[config.mk]
export PLATFORM = sky130hd
export DESIGN_NAME = cmd_done_irq
export DESIGN_NICKNAME = d
export VERILOG_FILES = /design/src/rtl/cdi_pkg.sv /design/src/rtl/cdi_list_fsm.sv /design/src/rtl/cdi_evt_count.sv /design/src/rtl/cdi_remain.sv /design/src/rtl/cmd_done_irq.sv
export SDC_FILE = /design/constraint.sdc
export NUM_CORES = 1
export LEC_CHECK = 0
export CORE_ASPECT_RATIO = 1.4
export CORE_MARGIN = 3
export CORE_UTILIZATION = 60
export CTS_BUF_LIST = sky130_fd_sc_hd__clkbuf_4
export DETAILED_ROUTE_END_ITERATION = 10
export DONT_BUFFER_PORTS = 1
export PLACE_DENSITY = 0.79
export SLEW_MARGIN = 15
export SYNTH_ARGS = -nofsm -noshare
export SYNTH_HDL_FRONTEND = slang
export SYNTH_HIERARCHICAL = 1
export SYNTH_SLANG_ARGS = --single-unit
[constraint.sdc]
create_clock -name clk -period 1.9 [get_ports clk]
set_input_delay 0.285 -clock clk [delete_from_list [all_inputs] [get_ports clk]]
set_output_delay 0.285 -clock clk [all_outputs]
set_load 0.005 [all_outputs]
[src/rtl/cdi_pkg.sv]
package cdi_pkg;
    typedef enum logic [1:0] {
        LST_IDLE      = 2'd0,
        LST_WAIT_LOAD = 2'd1,
        LST_ACTIVE    = 2'd2
    } lst_state_t;

    localparam logic [1:0] REG_CFG = 2'd0;
    localparam logic [1:0] REG_CTL = 2'd1;
    localparam logic [1:0] REG_STS = 2'd2;
    localparam logic [1:0] REG_REM = 2'd3;

    localparam int CFG_LIST_IEN = 31;
    localparam int CFG_IEN      = 29;
    localparam int CFG_LEVEL    = 28;
    localparam int CTL_RUN      = 4;
    localparam int STS_DONE_LSB = 0;
    localparam int STS_INT      = 8;
    localparam int STS_PROC_LSB = 16;
    localparam int STS_LOADED   = 24;
endpackage

[src/rtl/cdi_list_fsm.sv]
module cdi_list_fsm
    import cdi_pkg::*;
(
    input  logic       clk,
    input  logic       rst_n,
    input  logic       run_wr,
    input  logic       run_val,
    input  logic       evt,
    output lst_state_t state,
    output logic       load_evt,
    output logic       loaded
);
    lst_state_t nxt;

    always_ff @(posedge clk or negedge rst_n) begin
        if (!rst_n) state <= LST_IDLE;
        else        state <= nxt;
    end

    always_comb begin
        nxt = state;
        if (run_wr && !run_val) begin
            nxt = LST_IDLE;
        end else begin
            unique case (state)
                LST_IDLE:      if (run_wr && run_val) nxt = LST_WAIT_LOAD;
                LST_WAIT_LOAD: if (evt) nxt = LST_ACTIVE;
                LST_ACTIVE:    nxt = LST_ACTIVE;
                default:       nxt = LST_IDLE;
            endcase
        end
    end

    always_comb begin
        load_evt = evt && (state == LST_WAIT_LOAD);
        loaded   = (state == LST_ACTIVE);
    end
endmodule

[src/rtl/cdi_evt_count.sv]
module cdi_evt_count #(
    parameter int CNT_W = 6
) (
    input  logic             clk,
    input  logic             rst_n,
    input  logic             evt,
    input  logic             set_int,
    input  logic             ack_wr,
    input  logic [CNT_W-1:0] ack_cnt,
    input  logic             ack_int,
    output logic [CNT_W-1:0] done_cnt,
    output logic [CNT_W-1:0] proc_cnt,
    output logic             int_active,
    output logic             int_pulse
);
    always_ff @(posedge clk or negedge rst_n) begin
        if (!rst_n) begin
            done_cnt   <= '0;
            proc_cnt   <= '0;
            int_active <= 1'b0;
            int_pulse  <= 1'b0;
        end else begin
            if (evt) done_cnt <= done_cnt + CNT_W'(1);
            if (ack_wr) proc_cnt <= ack_cnt;
            if (set_int) int_active <= 1'b1;
            else if (ack_wr && !ack_int) int_active <= 1'b0;
            int_pulse <= set_int;
        end
    end
endmodule

[src/rtl/cdi_remain.sv]
module cdi_remain #(
    parameter int SIZE_W    = 24,
    parameter int BUS_BYTES = 4
) (
    input  logic              clk,
    input  logic              rst_n,
    input  logic              load,
    input  logic [SIZE_W-1:0] len_m1,
    input  logic              beat,
    output logic [SIZE_W-1:0] remain
);
    localparam logic [SIZE_W-1:0] ALL_ONES = {SIZE_W{1'b1}};
    localparam logic [SIZE_W-1:0] STEP     = SIZE_W'(BUS_BYTES);
    localparam logic [SIZE_W-1:0] LEN_MAX  = ALL_ONES - STEP;

    always_ff @(posedge clk or negedge rst_n) begin
        if (!rst_n) begin
            remain <= ALL_ONES;
        end else if (load) begin
            remain <= (len_m1 > LEN_MAX) ? LEN_MAX : len_m1;
        end else if (beat && remain != ALL_ONES) begin
            if (remain < STEP) remain <= ALL_ONES;
            else               remain <= remain - STEP;
        end
    end
endmodule

[src/rtl/cmd_done_irq.sv]
module cmd_done_irq
    import cdi_pkg::*;
#(
    parameter int CNT_W     = 6,
    parameter int SIZE_W    = 24,
    parameter int BUS_BYTES = 4
) (
    input  logic              clk,
    input  logic              rst_n,
    input  logic              evt_i,
    input  logic              cmd_load_i,
    input  logic [SIZE_W-1:0] cmd_len_m1_i,
    input  logic              beat_i,
    input  logic              reg_wr_i,
    input  logic [1:0]        reg_addr_i,
    input  logic [31:0]       reg_wdata_i,
    output logic [31:0]       reg_rdata_o,
    output logic              irq_o
);
    logic             wr_cfg, wr_ctl, wr_sts;
    logic             cfg_list_ien, cfg_ien, cfg_level;
    lst_state_t       lst_state;
    logic             load_evt, loaded, set_int;
    logic [CNT_W-1:0] done_cnt, proc_cnt;
    logic             int_active, int_pulse, pending;
    logic [SIZE_W-1:0] remain;
    logic             unused_wdata;

    assign unused_wdata = ^reg_wdata_i;

    always_comb begin
        wr_cfg = reg_wr_i && (reg_addr_i == REG_CFG);
        wr_ctl = reg_wr_i && (reg_addr_i == REG_CTL);
        wr_sts = reg_wr_i && (reg_addr_i == REG_STS);
    end

    always_ff @(posedge clk or negedge rst_n) begin
        if (!rst_n) begin
            cfg_list_ien <= 1'b0;
            cfg_ien      <= 1'b0;
            cfg_level    <= 1'b0;
        end else if (wr_cfg) begin
            cfg_list_ien <= reg_wdata_i[CFG_LIST_IEN];
            cfg_ien      <= reg_wdata_i[CFG_IEN];
            cfg_level    <= reg_wdata_i[CFG_LEVEL];
        end
    end

    cdi_list_fsm u_fsm (
        .clk      (clk),
        .rst_n    (rst_n),
        .run_wr   (wr_ctl),
        .run_val  (reg_wdata_i[CTL_RUN]),
        .evt      (evt_i),
        .state    (lst_state),
        .load_evt (load_evt),
        .loaded   (loaded)
    );

    assign set_int = evt_i && (load_evt ? cfg_list_ien : cfg_ien);

    cdi_evt_count #(.CNT_W(CNT_W)) u_cnt (
        .clk        (clk),
        .rst_n      (rst_n),
        .evt        (evt_i),
        .set_int    (set_int),
        .ack_wr     (wr_sts),
        .ack_cnt    (reg_wdata_i[STS_PROC_LSB +: CNT_W]),
        .ack_int    (reg_wdata_i[STS_INT]),
        .done_cnt   (done_cnt),
        .proc_cnt   (proc_cnt),
        .int_active (int_active),
        .int_pulse  (int_pulse)
    );

    cdi_remain #(.SIZE_W(SIZE_W), .BUS_BYTES(BUS_BYTES)) u_rem (
        .clk    (clk),
        .rst_n  (rst_n),
        .load   (cmd_load_i),
        .len_m1 (cmd_len_m1_i),
        .beat   (beat_i),
        .remain (remain)
    );

    assign pending = (done_cnt != proc_cnt);

    always_comb begin
        if (cfg_level) irq_o = int_active || (pending && cfg_ien);
        else           irq_o = int_pulse;
    end

    always_comb begin
        reg_rdata_o = '0;
        unique case (reg_addr_i)
            REG_CFG: begin
                reg_rdata_o[CFG_LIST_IEN] = cfg_list_ien;
                reg_rdata_o[CFG_IEN]      = cfg_ien;
                reg_rdata_o[CFG_LEVEL]    = cfg_level;
            end
            REG_CTL: reg_rdata_o[CTL_RUN] = (lst_state != LST_IDLE);
            REG_STS: begin
                reg_rdata_o[STS_DONE_LSB +: CNT_W] = done_cnt;
                reg_rdata_o[STS_INT]               = int_active;
                reg_rdata_o[STS_PROC_LSB +: CNT_W] = proc_cnt;
                reg_rdata_o[STS_LOADED]            = loaded;
            end
            REG_REM: reg_rdata_o[SIZE_W-1:0] = remain;
            default: reg_rdata_o = '0;
        endcase
    end
endmodule

**Word-level counts from Yosys, hierarchy flattened**

Cells that the tools add are included.

- Register bits: 43
- Input port bits: 64

- $add $sub $neg: 2
- $lt $le $gt $ge: 2
- Eq/ne operators: 9
- Mux-type cells: 23
- Reductions and logical operators: 19

Operators with widths:

| operator | number |
|---|---|
| $mux W24 | 4 |
| $gt A24 B24 Y1 const B | 1 |
| $lt A24 B3 Y1 const B | 1 |
| $ne A24 B24 Y1 const B | 1 |
| $sub A24 B3 Y24 const B | 1 |
| $mux W2 | 6 |
| $pmux W6 S2 | 1 |
| $logic_and A1 B1 Y1 | 10 |
| $pmux W4 S2 | 1 |
| $mux W7 | 1 |
| $add A6 B1 Y6 const B | 1 |
| $eq A2 B2 Y1 const B | 3 |
| $mux W1 | 6 |
| $ne A6 B6 Y1 | 1 |
| $pmux W2 S3 | 1 |
| $reduce_bool A2 Y1 | 3 |
| $eq A2 B1 Y1 const B | 2 |
| $logic_not A2 Y1 | 2 |
| $pmux W1 S2 | 2 |
| $ne A3 B1 Y1 const B | 1 |
| $ne A3 B2 Y1 const B | 1 |
| $pmux W1 S3 | 1 |
| $logic_not A1 Y1 | 2 |
| $reduce_and A2 Y1 | 1 |
| $logic_or A1 B1 Y1 | 1 |

**Longest topological paths before layout**

Gate-level depths: netlist of the first run.

- Depth in word-level cells: 6
- Gate-level depth with buffers: 8
- Depth with buffers taken out: 7

**Modules after synthesis**

The synthesis of the first run kept the hierarchy.

By module, submodules not included:

| module | instances | cells an instance | area an instance (sq um) |
|---|---|---|---|
| cdi_remain | 1 | 182 | 1657.8 |
| cmd_done_irq | 1 | 77 | 665.6 |
| cdi_evt_count | 1 | 35 | 536.8 |
| cdi_list_fsm | 1 | 20 | 183.9 |

**Least setup slack after synthesis of the first run**

OpenSTA, ideal clock, no wires.

- Path kind: register to register
- Start point: register u_rem.remain[2]
- End point: register u_rem.remain[9]
- Setup time: 0.080 ns
- Arrival time: 2.052 ns
- Required time: 1.820 ns
- Slack: -0.232 ns
- Cell stages (with the launch flop): 8
- Clock period less this slack: 2.132 ns
- Path through: dfstp_2 > ha_1 > nand4_1 > nor4_2 > a31oi_1 > clkbuf_1 > a21boi_0 > o22a_1

- Word-level cells in the longest chain between the ends: 4

Ends and longest elaborated chain:

| element | RTL line | RTL |
|---|---|---|
| from (decl) | cdi_remain.sv:10 | `output logic [SIZE_W-1:0] remain` |
| from (signal assigned) | cdi_remain.sv:20 | `remain <= (len_m1 > LEN_MAX) ? LEN_MAX : len_m1;` |
| from (signal assigned) | cdi_remain.sv:23 | `else remain <= remain - STEP;` |
| $sub A24 B3 Y24 or $lt A24 B3 Y1 (tied branches) | cdi_remain.sv:23, cdi_remain.sv:22 |  |
| $mux W24 | cdi_remain.sv:22 | `if (remain < STEP) remain <= ALL_ONES;` |
| $mux W24 | cdi_remain.sv:21 | `end else if (beat && remain != ALL_ONES) begin` |
| $mux W24 | cdi_remain.sv:19 | `end else if (load) begin` |

Parallel ways exist; a longest one is shown, timed or not. The select of a mux whose other input is x is not followed.
A chain may end at the register's enable or synchronous reset.

**Final worst setup path of the first run**

- Start point: register u_rem.remain[12]
- End point: register u_rem.remain[5]

- Word-level cells in the longest chain between the ends: 4

Ends and longest elaborated chain:

| element | RTL line |
|---|---|
| $lt A24 B3 Y1 | cdi_remain.sv:22 |
| $mux W24 | cdi_remain.sv:22 |
| $mux W24 | cdi_remain.sv:21 |
| $mux W24 | cdi_remain.sv:19 |

Parallel ways exist; a longest one is shown, timed or not. The select of a mux whose other input is x is not followed.

==> flow_summary.json, run 1 <==
{
  "fin_crit_sh": 1.131,
  "synth_top_family_by_area": "simple AND/OR/NAND/NOR gates",
  "synth.distinct_cells": 70,
  "max_freq_mhz": 465.4,
  "ir_drop_mv": 0.6664,
  "whs_ns": 0.02695,
  "cts_buffers": 5,
  "cts_max_level": 2,
  "netlist_area_sq_mm": 0.003044,
  "crit_type": "flop to flop",
  "fin_cells": 444,
  "min_path_type": "input pin to flop",
  "yosys_warnings": 6,
  "first_global_vias": 2962,
  "num_rows": 30,
  "ant_nets": 0,
  "synth.area.top_cells": "dfstp_2 21%, dfrtp_1 16%, mux2i_1 4.3%",
  "num_vias": 2973,
  "wl_per_cell_um": 22.52,
  "placed_area_sq_mm": 0.003426,
  "p_leak_nw": 1.649,
  "path_max_fanout": 6,
  "startpoint_type": "flop",
  "syn_to_final_growth_pct": 29.92,
  "drt_iter0_markers": 314,
  "max_stage_delay_ns": 0.41,
  "stdcell_area_sq_mm": 0.003955,
  "cts_buffer_depth": 2,
  "initial_utilization": 0.6238,
  "overflow": 0,
  "final_hold_viol_count": 0,
  "cts.sinks": 43,
  "crit_top_cell": "buf_6",
  "via_per_inst": 6.696,
  "powerDensity_mw_per_mm2": 796.8,
  "num_io_pins": 97,
  "layout_commonest_cell": "buf_4",
  "yosys_register_bits": 43,
  "synth_compound_area_frac": 0.1841,
  "clk_latency_ns": 0.37,
  "status": "finished, violations left",
  "netlist_instances": 314,
  "antenna_found_initial": 0,
  "crit_arrival_ns": 2.45,
  "synthMuxAreaShare": 0.08714,
  "crit_path_top_delay_cell": "dfstp_2",
  "finalSetupViolations": 24,
  "cts_root_buf": "clkbuf_4",
  "rsz0062_at_grt": "yes",
  "hpwlAfterDp_mm": 6.648,
  "path_cells": "nor4_1 -> buf_4 -> nand3_2 -> buf_6 -> o31ai_4 -> buf_6 -> clkbuf_16 -> o22ai_1 -> a22oi_1",
  "port_buffers": 0,
  "final_layout_size_suffix_gt1_frac": 0.4132,
  "timing.setup.tns_ns": -3.675,
  "grt_max_degree": 44,
  "syn-mean-instance-area_sq_um": 9.695,
  "routed_wl_mm": 10.00,
  "place_congestion": 0.9226,
  "synthSimpleGateAreaFrac": 0.2380,
  "mostFrequentLayoutCells": "53 x buf_4, 24 x dfstp_2, 19 x dfrtp_1",
  "drv_slew": 0,
  "ys.flop_type": "dfstp_2",
  "die_area_sq_mm": 0.005977,
  "die_w_um": 66.20,
  "drc_errors": 0,
  "first_pass_iters": 5,
  "placeableCoreArea_sq_mm": 0.004880,
  "yosys.area_share.xor_xnor": 0.04316,
  "synth_top_area_cell": "dfstp_2",
  "track_usage": 0.3195,
  "synthArstFlopShare": 1.000,
  "power.total_mw": 3.152,
  "die_h_um": 90.28,
  "clk_pin_slew_ns": 0.14,
  "grt_pass1_wl_mm": 14.68,
  "num_antenna_cells": 0,
  "cts_tree": "done",
  "fillers": 292,
  "nets": 450,
  "synth_edf_count": 0,
  "end_kind": "flop",
  "maxCapViolCount": 0,
  "fin_crit_ns": 2.149,
  "yosysSeqAreaShare": 0.3633,
  "violations": "setup timing",
  "synthDominantCellAreaShare": 0.2072,
  "place_inst": 413,
  "skew_ns": 0.01866,
  "setup_slack_ns": -0.2486,
  "synth_fa_ha_area_frac": 0.02877,
  "required_ns": 2.20
}
[cells in the mapped netlist (2+ instances only)]
library cell	count
dfstp_2	24
dfrtp_1	19
nor2_1	18
nand2_1	14
nor2b_1	14
mux2i_1	13
nand4_1	12
and3_1	11
inv_1	11
o21ai_0	10
xnor2_1	10
nor4_1	9
a21oi_1	8
ha_1	7
mux2_2	7
nand3_1	7
o22a_1	7
o22ai_1	7
a31oi_1	6
nor3_1	6
o21a_1	6
and2_1	5
buf_4	5
nand2b_1	5
xor2_1	5
buf_6	4
clkbuf_1	4
a2111oi_0	3
a22oi_1	3
a2bb2oi_1	3
buf_2	3
mux2_4	3
a211oi_1	2
a21boi_1	2
a41oi_1	2
and3b_1	2
and4_1	2
o31ai_1	2
or3_1	2
[flip-flops by register name, indices dropped and copies added (netlist names)]
register          count
u_rem/remain         24
u_cnt/done_cnt        6
u_cnt/proc_cnt        6
u_fsm/state           2
cfg_ien               1
cfg_level             1
cfg_list_ien          1
u_cnt/int_active      1
u_cnt/int_pulse       1
[layout make-up]
cell class	count	area [sq um]	share of cell area
Timing Repair Buffer	72	633.1	0.1601
Clock inverter	1	30.03	0.007593
Multi-Input combinational cell	245	2008	0.5078
Clock buffer	7	52.55	0.01329
Inverter	12	45.04	0.01139
Sequential cell	43	1106	0.2797
Tap cell	64	80.08	0.02025
[cell families (layout without fill, tap and decap cells)]
kind of cell | after synthesis | in the layout
simple gates | 120 | 120
compound gates | 75 | 75
flops | 43 | 43
buf+inv | 29 | 92
mux | 24 | 24
xor+xnor | 15 | 15
fa+ha+maj | 7 | 7
other cells | 1 | 4
[report_power, final]
part	internal, mW	switching (mW)	total, mW
combinational	0.580	0.537	1.12
sequential	1.15	0.250	1.40
clock	0.308	0.321	0.629
[per-layer routing]
layer  up-vias  share of wire  GRT usage
li1       1297              -          -
met1      1441           0.35     0.3647
met2       181           0.52     0.5394
met3        54          0.070    0.07347
met4         0          0.056     0.1661
met5         -              0          0
[path summary, 6_finish.rpt]
check / startpoint / to / slack, ns / depth (start not counted)
setup / recovery: u_rem/remain[12] / u_rem/remain[5] / -0.25 / 9
max in group asynchronous: rst_n / u_rem/remain[2] / 1.22 / 2
setup reg to reg: u_rem/remain[12] / u_rem/remain[5] / -0.25 / 9
hold reg to reg: u_cnt/int_active / u_cnt/int_active / 0.51 / 1
hold / removal: cmd_len_m1_i[6] / u_rem/remain[6] / 0.03 / 1
min in group asynchronous: rst_n / cfg_level / 0.40 / 2
[worst max-delay path, delay by kind of cell, from the launching register on]
kind                   cells  cell delay, ns
AO/OA/AOI/OAI              3            0.57
AND/OR/NAND/NOR            2            0.44
buffers and inverters      4            0.66
flip-flops                 1            0.41
[timing repair]
action	CTS	global route
hold buffers	4	0
endpoints found under the hold margin	45	0
cloned	0	2
buffers inserted	7	11
setup endpoints to repair	23	24
pin swaps	15	25
resized for setup	24	27
[metrics by stage]
step | util | worst slack [ns]
final | 0.8105 | -0.2486
after global routing | 0.8105 | -0.2838
after CTS | 0.7608 | -0.1357
after detailed placement | 0.7021 | -0.1539
after global placement | 0.7021 | -0.1354
after floorplan | - | -0.08188
(Power assumes the default switching activity.)
==> run 2: changes to the inputs <==
--- a/config.mk
+++ b/config.mk
@@ -6,7 +6,7 @@
 export NUM_CORES = 1
 export LEC_CHECK = 0
 export CORE_ASPECT_RATIO = 1.4
-export CORE_MARGIN = 3
+export CORE_MARGIN = 1.5
 export CORE_UTILIZATION = 60
 export CTS_BUF_LIST = sky130_fd_sc_hd__clkbuf_4
 export DETAILED_ROUTE_END_ITERATION = 10
==> run 2 against run 1 <==
  * The flow still finishes with violations (setup timing)
  * First-iteration DRC count fell by 13%
  * Maximum frequency fell by 0.29%
  * Register-to-register slack barely moved
  * Combinational power barely moved
  * Utilization fell by 0.10 points
  * Global-route usage rose by 2.8 points
  * Critical path type unchanged
==> flow_summary.json, run 2 (synthesis results as in run 1) <==
{
  "status": "finished, violations left",
  "violations": "setup timing",
  "min_path_type": "input pin to flop",
  "min_to": "u_rem/remain[16]",
  "num_vias": 2975,
  "largest-register": "u_rem/remain",
  "initial_utilization": 0.6238,
  "wl_per_cell_um": 23.31,
  "min_from": "cmd_load_i",
  "final_hold_viol_count": 0,
  "layout_commonest_cell": "buf_4",
  "die_area_sq_mm": 0.005516,
  "grt_max_degree": 44,
  "place_congestion": 0.9920,
  "nets": 444,
  "track_usage": 0.3470,
  "cts_buffers": 5,
  "crit_arrival_ns": 2.43,
  "crit_type": "flop to flop",
  "ir_drop_mv": 0.8320,
  "drc_errors": 0,
  "placeableCoreArea_sq_mm": 0.004880,
  "powerDensity_mw_per_mm2": 822.3,
  "required_ns": 2.17,
  "clk_latency_ns": 0.36,
  "first_pass_iters": 5,
  "path_max_fanout": 3,
  "r2r_cells": 8,
  "top_regs": "u_rem/remain (24), u_cnt/done_cnt (6), u_cnt/proc_cnt (6)",
  "mostFrequentLayoutCells": "49 x buf_4, 24 x dfstp_2, 19 x dfrtp_1",
  "maxSlewHeadroom": 0.6632,
  "hpwlAfterDp_mm": 6.653,
  "maxCapViolCount": 0,
  "fin_crit_ns": 2.155,
  "num_rows": 30,
  "syn_to_final_growth_pct": 29.76,
  "pre_cts_ws_ns": -0.1913,
  "worst_slew_pin_slew_ns": 0.5047,
  "finalSetupViolations": 24,
  "die_h_um": 87.28,
  "die_w_um": 63.20,
  "startpoint_type": "flop",
  "overflow": 0,
  "path_cells": "inv_2 -> ha_4 -> nor4b_4 -> nand4_1 -> a2111oi_2 -> buf_4 -> xnor2_1 -> a2bb2oi_1",
  "r2r-start": "u_rem/remain[3]",
  "ant_nets": 0,
  "clk_pin_slew_ns": 0.12,
  "rrSetupSlack_ns": -0.25,
  "path_delay_family": "simple AND/OR/NAND/NOR gates",
  "whs_ns": 0.02254,
  "num_antenna_cells": 0,
  "via_per_inst": 6.792,
  "max_freq_mhz": 464.1,
  "p_leak_nw": 1.628,
  "cts.sinks": 43,
  "largest_reg_flops": 24,
  "skew_ns": 0.01321,
  "drt_iter0_markers": 274,
  "drv_slew": 0,
  "num_io_pins": 97,
  "rsz0062_at_grt": "yes",
  "cts_max_level": 2,
  "place_inst": 415,
  "antenna_found_initial": 0,
  "grt_pass1_wl_mm": 14.68,
  "final_layout_size_suffix_gt1_frac": 0.4144,
  "port_buffers": 0,
  "whs_path_depth": 2,
  "fin_cells": 438,
  "crit_buf_inv": 2,
  "max_stage_delay_ns": 0.41,
  "end_kind": "flop",
  "r2r-end": "u_rem/remain[18]",
  "crit_path_top_delay_cell": "dfstp_2",
  "cts_buffer_depth": 2,
  "routed_wl_mm": 10.21,
  "setup_slack_ns": -0.2548,
  "cp.depth": 8,
  "cts_root_buf": "clkbuf_4",
  "fin_crit_sh": 1.134,
  "cts_tree": "done",
  "first_global_vias": 2977
}
-- run 2: per-layer routing --
metal | up-vias | global-route usage | part of all wire
met1 | 1432 | 0.3566 | 0.34
met4 | 0 | 0.2431 | 0.062
met2 | 199 | 0.6170 | 0.52
li1 | 1282 | - | -
met3 | 62 | 0.08538 | 0.080
met5 | - | 0 | 0
-- run 2: timing repair --
item                                    4_1_cts  5_1_grt
endpoints found under the setup margin       24       24
pin swaps                                    11       21
gates cloned                                  1        0
resized for setup                            31       27
hold endpoints to repair                     44        1
setup buffers                                 6        5
hold buffers                                  3        1
-- run 2: per-stage QoR --
| stage | setup TNS (ns) | area [sq um] | total power, mW | utilization |
|---|---|---|---|---|
| finish | -3.707 | 3950 | 3.248 | 0.8095 |
| detailed placement | -1.694 | 3441 | 2.364 | 0.7051 |
| global route | -4.163 | 3950 | 3.416 | 0.8095 |
| floorplan | -0.3258 | 3085 | 2.043 | - |
| CTS | -1.330 | 3784 | 3.188 | 0.7754 |
| global placement | -1.362 | 3441 | 2.306 | 0.7051 |
-- run 2: report_power, final --
group,leakage [nW],internal [mW],switching [mW],total (mW)
Sequential,0.479,1.15,0.253,1.41
Combinational,1.09,0.568,0.540,1.11
Clock,0.0559,0.425,0.307,0.732
-- run 2: worst max path at each step --
stage,from,to,slack [ns]
2_1_floorplan,u_rem/remain[17],u_rem/remain[7],-0.08
3_3_place_gp,u_rem/remain[2],u_rem/remain[2],-0.16
3_5_place_dp,u_rem/remain[2],u_rem/remain[16],-0.19
4_1_cts,u_rem/remain[2],u_rem/remain[18],-0.12
5_1_grt,u_rem/remain[3],u_rem/remain[18],-0.28
6_report,u_rem/remain[3],u_rem/remain[18],-0.25
-- run 2: cell type report --
type | count | area [sq um]
clock buffer | 6 | 45.04
clock inverter | 2 | 60.06
fill | 291 | 929.6
inverter | 12 | 45.04
multi-input combinational | 245 | 2041
sequential | 43 | 1106
tap | 64 | 80.08
timing repair buffer | 66 | 573.1
-- run 2: worst register-to-register path, cell delays in order, from the launching register on --
cell and delay, ns:
dfstp_2 0.41, inv_2 0.07, ha_4 0.14, nor4b_4 0.34
nand4_1 0.28, a2111oi_2 0.37, buf_4 0.17, xnor2_1 0.07
a2bb2oi_1 0.22
==> run 3: changes to the inputs <==
==> constraint.sdc (replaced) <==
create_clock -name clk -period 1.9 [get_ports clk]
set_input_delay 0.285 -clock clk [delete_from_list [all_inputs] [get_ports clk]]
set_output_delay 0.285 -clock clk [all_outputs]
set_load 0.02 [all_outputs]
==> run 3 against run 2 <==
  * The flow still finishes with violations (setup timing)
  * Critical endpoint is now u_rem/remain[16]
  * Clock-buffer cell count is the same
  * Worst hold slack improved by 0.00080 ns
  * Register-to-register slack improved by 0.05 ns
  * Non-clock buffer count up 5
  * Flip-flop and latch count stayed put
  * Largest cell class unchanged
  * First-iteration DRC count fell by 13%
  * Wire length shrank 3.7%
  * Critical path depth unchanged
  * Sequential share of layout area is 0.23 points lower
  * Maximum frequency up 2.2%
  * Global-route usage increased by 0.17 points
==> flow_summary.json, run 3 (synthesis results as in run 1) <==
{
  "status": "finished, violations left",
  "violations": "setup timing",
  "fin_crit_sh": 1.109,
  "setup_slack_ns": -0.2080,
  "track_usage": 0.3486,
  "num_rows": 30,
  "switching_share": 0.3769,
  "via_per_inst": 6.641,
  "cts_max_level": 2,
  "end_kind": "flop",
  "place_congestion": 0.9872,
  "power_switching_mw": 1.259,
  "crit_arrival_ns": 2.41,
  "initial_utilization": 0.6238,
  "port_buffers": 0,
  "die_h_um": 87.28,
  "place_inst": 415,
  "routed_wl_mm": 9.834,
  "num_vias": 2942,
  "powerDensity_mw_per_mm2": 836.6,
  "first_global_vias": 2918,
  "nets": 449,
  "timing.setup.tns_ns": -1.795,
  "ir_drop_mv": 0.7010,
  "cts_buffers": 5,
  "num_io_pins": 97,
  "rsz0062_at_grt": "yes",
  "num_antenna_cells": 0,
  "fillers": 281,
  "wl_per_cell_um": 22.20,
  "clkPwrFrac": 0.186,
  "cts_root_buf": "clkbuf_4",
  "drc_errors": 0,
  "grt_max_degree": 44,
  "hpwlAfterDp_mm": 6.698,
  "layout_commonest_cell": "buf_4",
  "fin_cells": 443,
  "skew_ns": 0.01026,
  "required_ns": 2.20,
  "placed_area_sq_mm": 0.003441,
  "intPower_mw": 2.080,
  "die_w_um": 63.20,
  "final_hold_viol_count": 0,
  "wl_met1_mm": 3.435,
  "clk_latency_ns": 0.38,
  "maxCapViolCount": 0,
  "combinationalPowerShare": 0.393,
  "syn_to_final_growth_pct": 31.11,
  "multi_input_area_sq_mm": 0.002053,
  "max_freq_mhz": 474.4,
  "cts_buffer_depth": 2,
  "drt_iter0_markers": 238,
  "first_pass_iters": 5,
  "grt_pass1_wl_mm": 14.56,
  "final_layout_size_suffix_gt1_frac": 0.4406,
  "ant_nets": 0,
  "wl_met2_mm": 5.023,
  "path_max_fanout": 3,
  "clk_pin_slew_ns": 0.13,
  "mostFrequentLayoutCells": "55 x buf_4, 24 x dfstp_2, 18 x nor2_1",
  "top_regs": "u_rem/remain (24), u_cnt/done_cnt (6), u_cnt/proc_cnt (6)",
  "p_leak_nw": 1.644,
  "stdcell_area_sq_mm": 0.003991,
  "cts_tree": "done",
  "placeableCoreArea_sq_mm": 0.004880,
  "cts.sinks": 43,
  "ff_latch_area_sq_mm": 0.001109,
  "largest_reg_flops": 24,
  "whs_ns": 0.02334,
  "antenna_found_initial": 0,
  "drv_slew": 0,
  "min_path_type": "input pin to flop",
  "die_area_sq_mm": 0.005516,
  "overflow": 0,
  "wl_met3_um": 831,
  "fin_crit_ns": 2.108,
  "largest-register": "u_rem/remain",
  "finalSetupViolations": 22,
  "startpoint_type": "flop",
  "top_layer": "met4",
  "power_frac_seq": 0.420,
  "crit_type": "flop to flop"
}
## run 3: path summary, 6_finish.rpt
check	start	end	slack, ns	cells after the start
worst max register to register	u_rem/remain[2]	u_rem/remain[16]	-0.21	8
max in group asynchronous	rst_n	u_rem/remain[3]	1.27	2
worst min register to register	u_cnt/int_active	u_cnt/int_active	0.54	1
worst min-delay path	cmd_len_m1_i[20]	u_rem/remain[20]	0.02	1
min in group asynchronous	rst_n	u_cnt/done_cnt[2]	0.36	2
worst max-delay path	u_rem/remain[2]	u_rem/remain[16]	-0.21	8
## run 3: what timing repair did
| item | CTS | global route |
|---|---|---|
| pin swaps | 28 | 17 |
| endpoints found under the setup margin | 25 | 28 |
| resized for setup | 40 | 21 |
| endpoints found under the hold margin | 45 | 0 |
| buffers inserted | 9 | 8 |
| gates cloned | 1 | 0 |
| hold buffers | 4 | 0 |
## run 3: critical path: stages, from the launching register on
cell,delay (ns)
dfstp_2,0.41
inv_2,0.06
ha_4,0.13
nor4b_4,0.32
nand4_1,0.20
buf_4,0.20
a2111oi_2,0.36
xnor2_1,0.16
o21ai_1,0.20
## run 3: through the flow
stage               setup WS (ns)  total power [mW]  utilization
finish                    -0.2080             3.339       0.8179
detailed placement        -0.2459             2.463       0.7051
global placement          -0.1557             2.395       0.7051
global route              -0.2364             3.501       0.8179
CTS                       -0.1222             3.195       0.7897
floorplan                -0.08188             2.132            -
## run 3: per-layer routing
metal,GRT usage,up-vias
li1,-,1291
met1,0.3768,1407
met2,0.6093,188
met3,0.08021,56
met4,0.2312,0
met5,0,-
## run 3: power by group through the flow
stage | sequential (mW) | clock, mW | combinational [mW]
floorplan | 1.37 | 0 | 0.760
global placement | 1.40 | 0 | 0.994
detailed placement | 1.42 | 0 | 1.05
CTS | 1.40 | 0.614 | 1.18
global route | 1.43 | 0.666 | 1.41
finish | 1.40 | 0.622 | 1.31
## run 3: area by class of cell
class                           instances  share of cell area
Clock inverter                          2            0.009404
Inverter                               12             0.01129
Sequential cell                        43              0.2777
Clock buffer                            6             0.01129
Multi-Input combinational cell        245              0.5144
Tap cell                               64             0.02006
Timing Repair Buffer                   71              0.1558
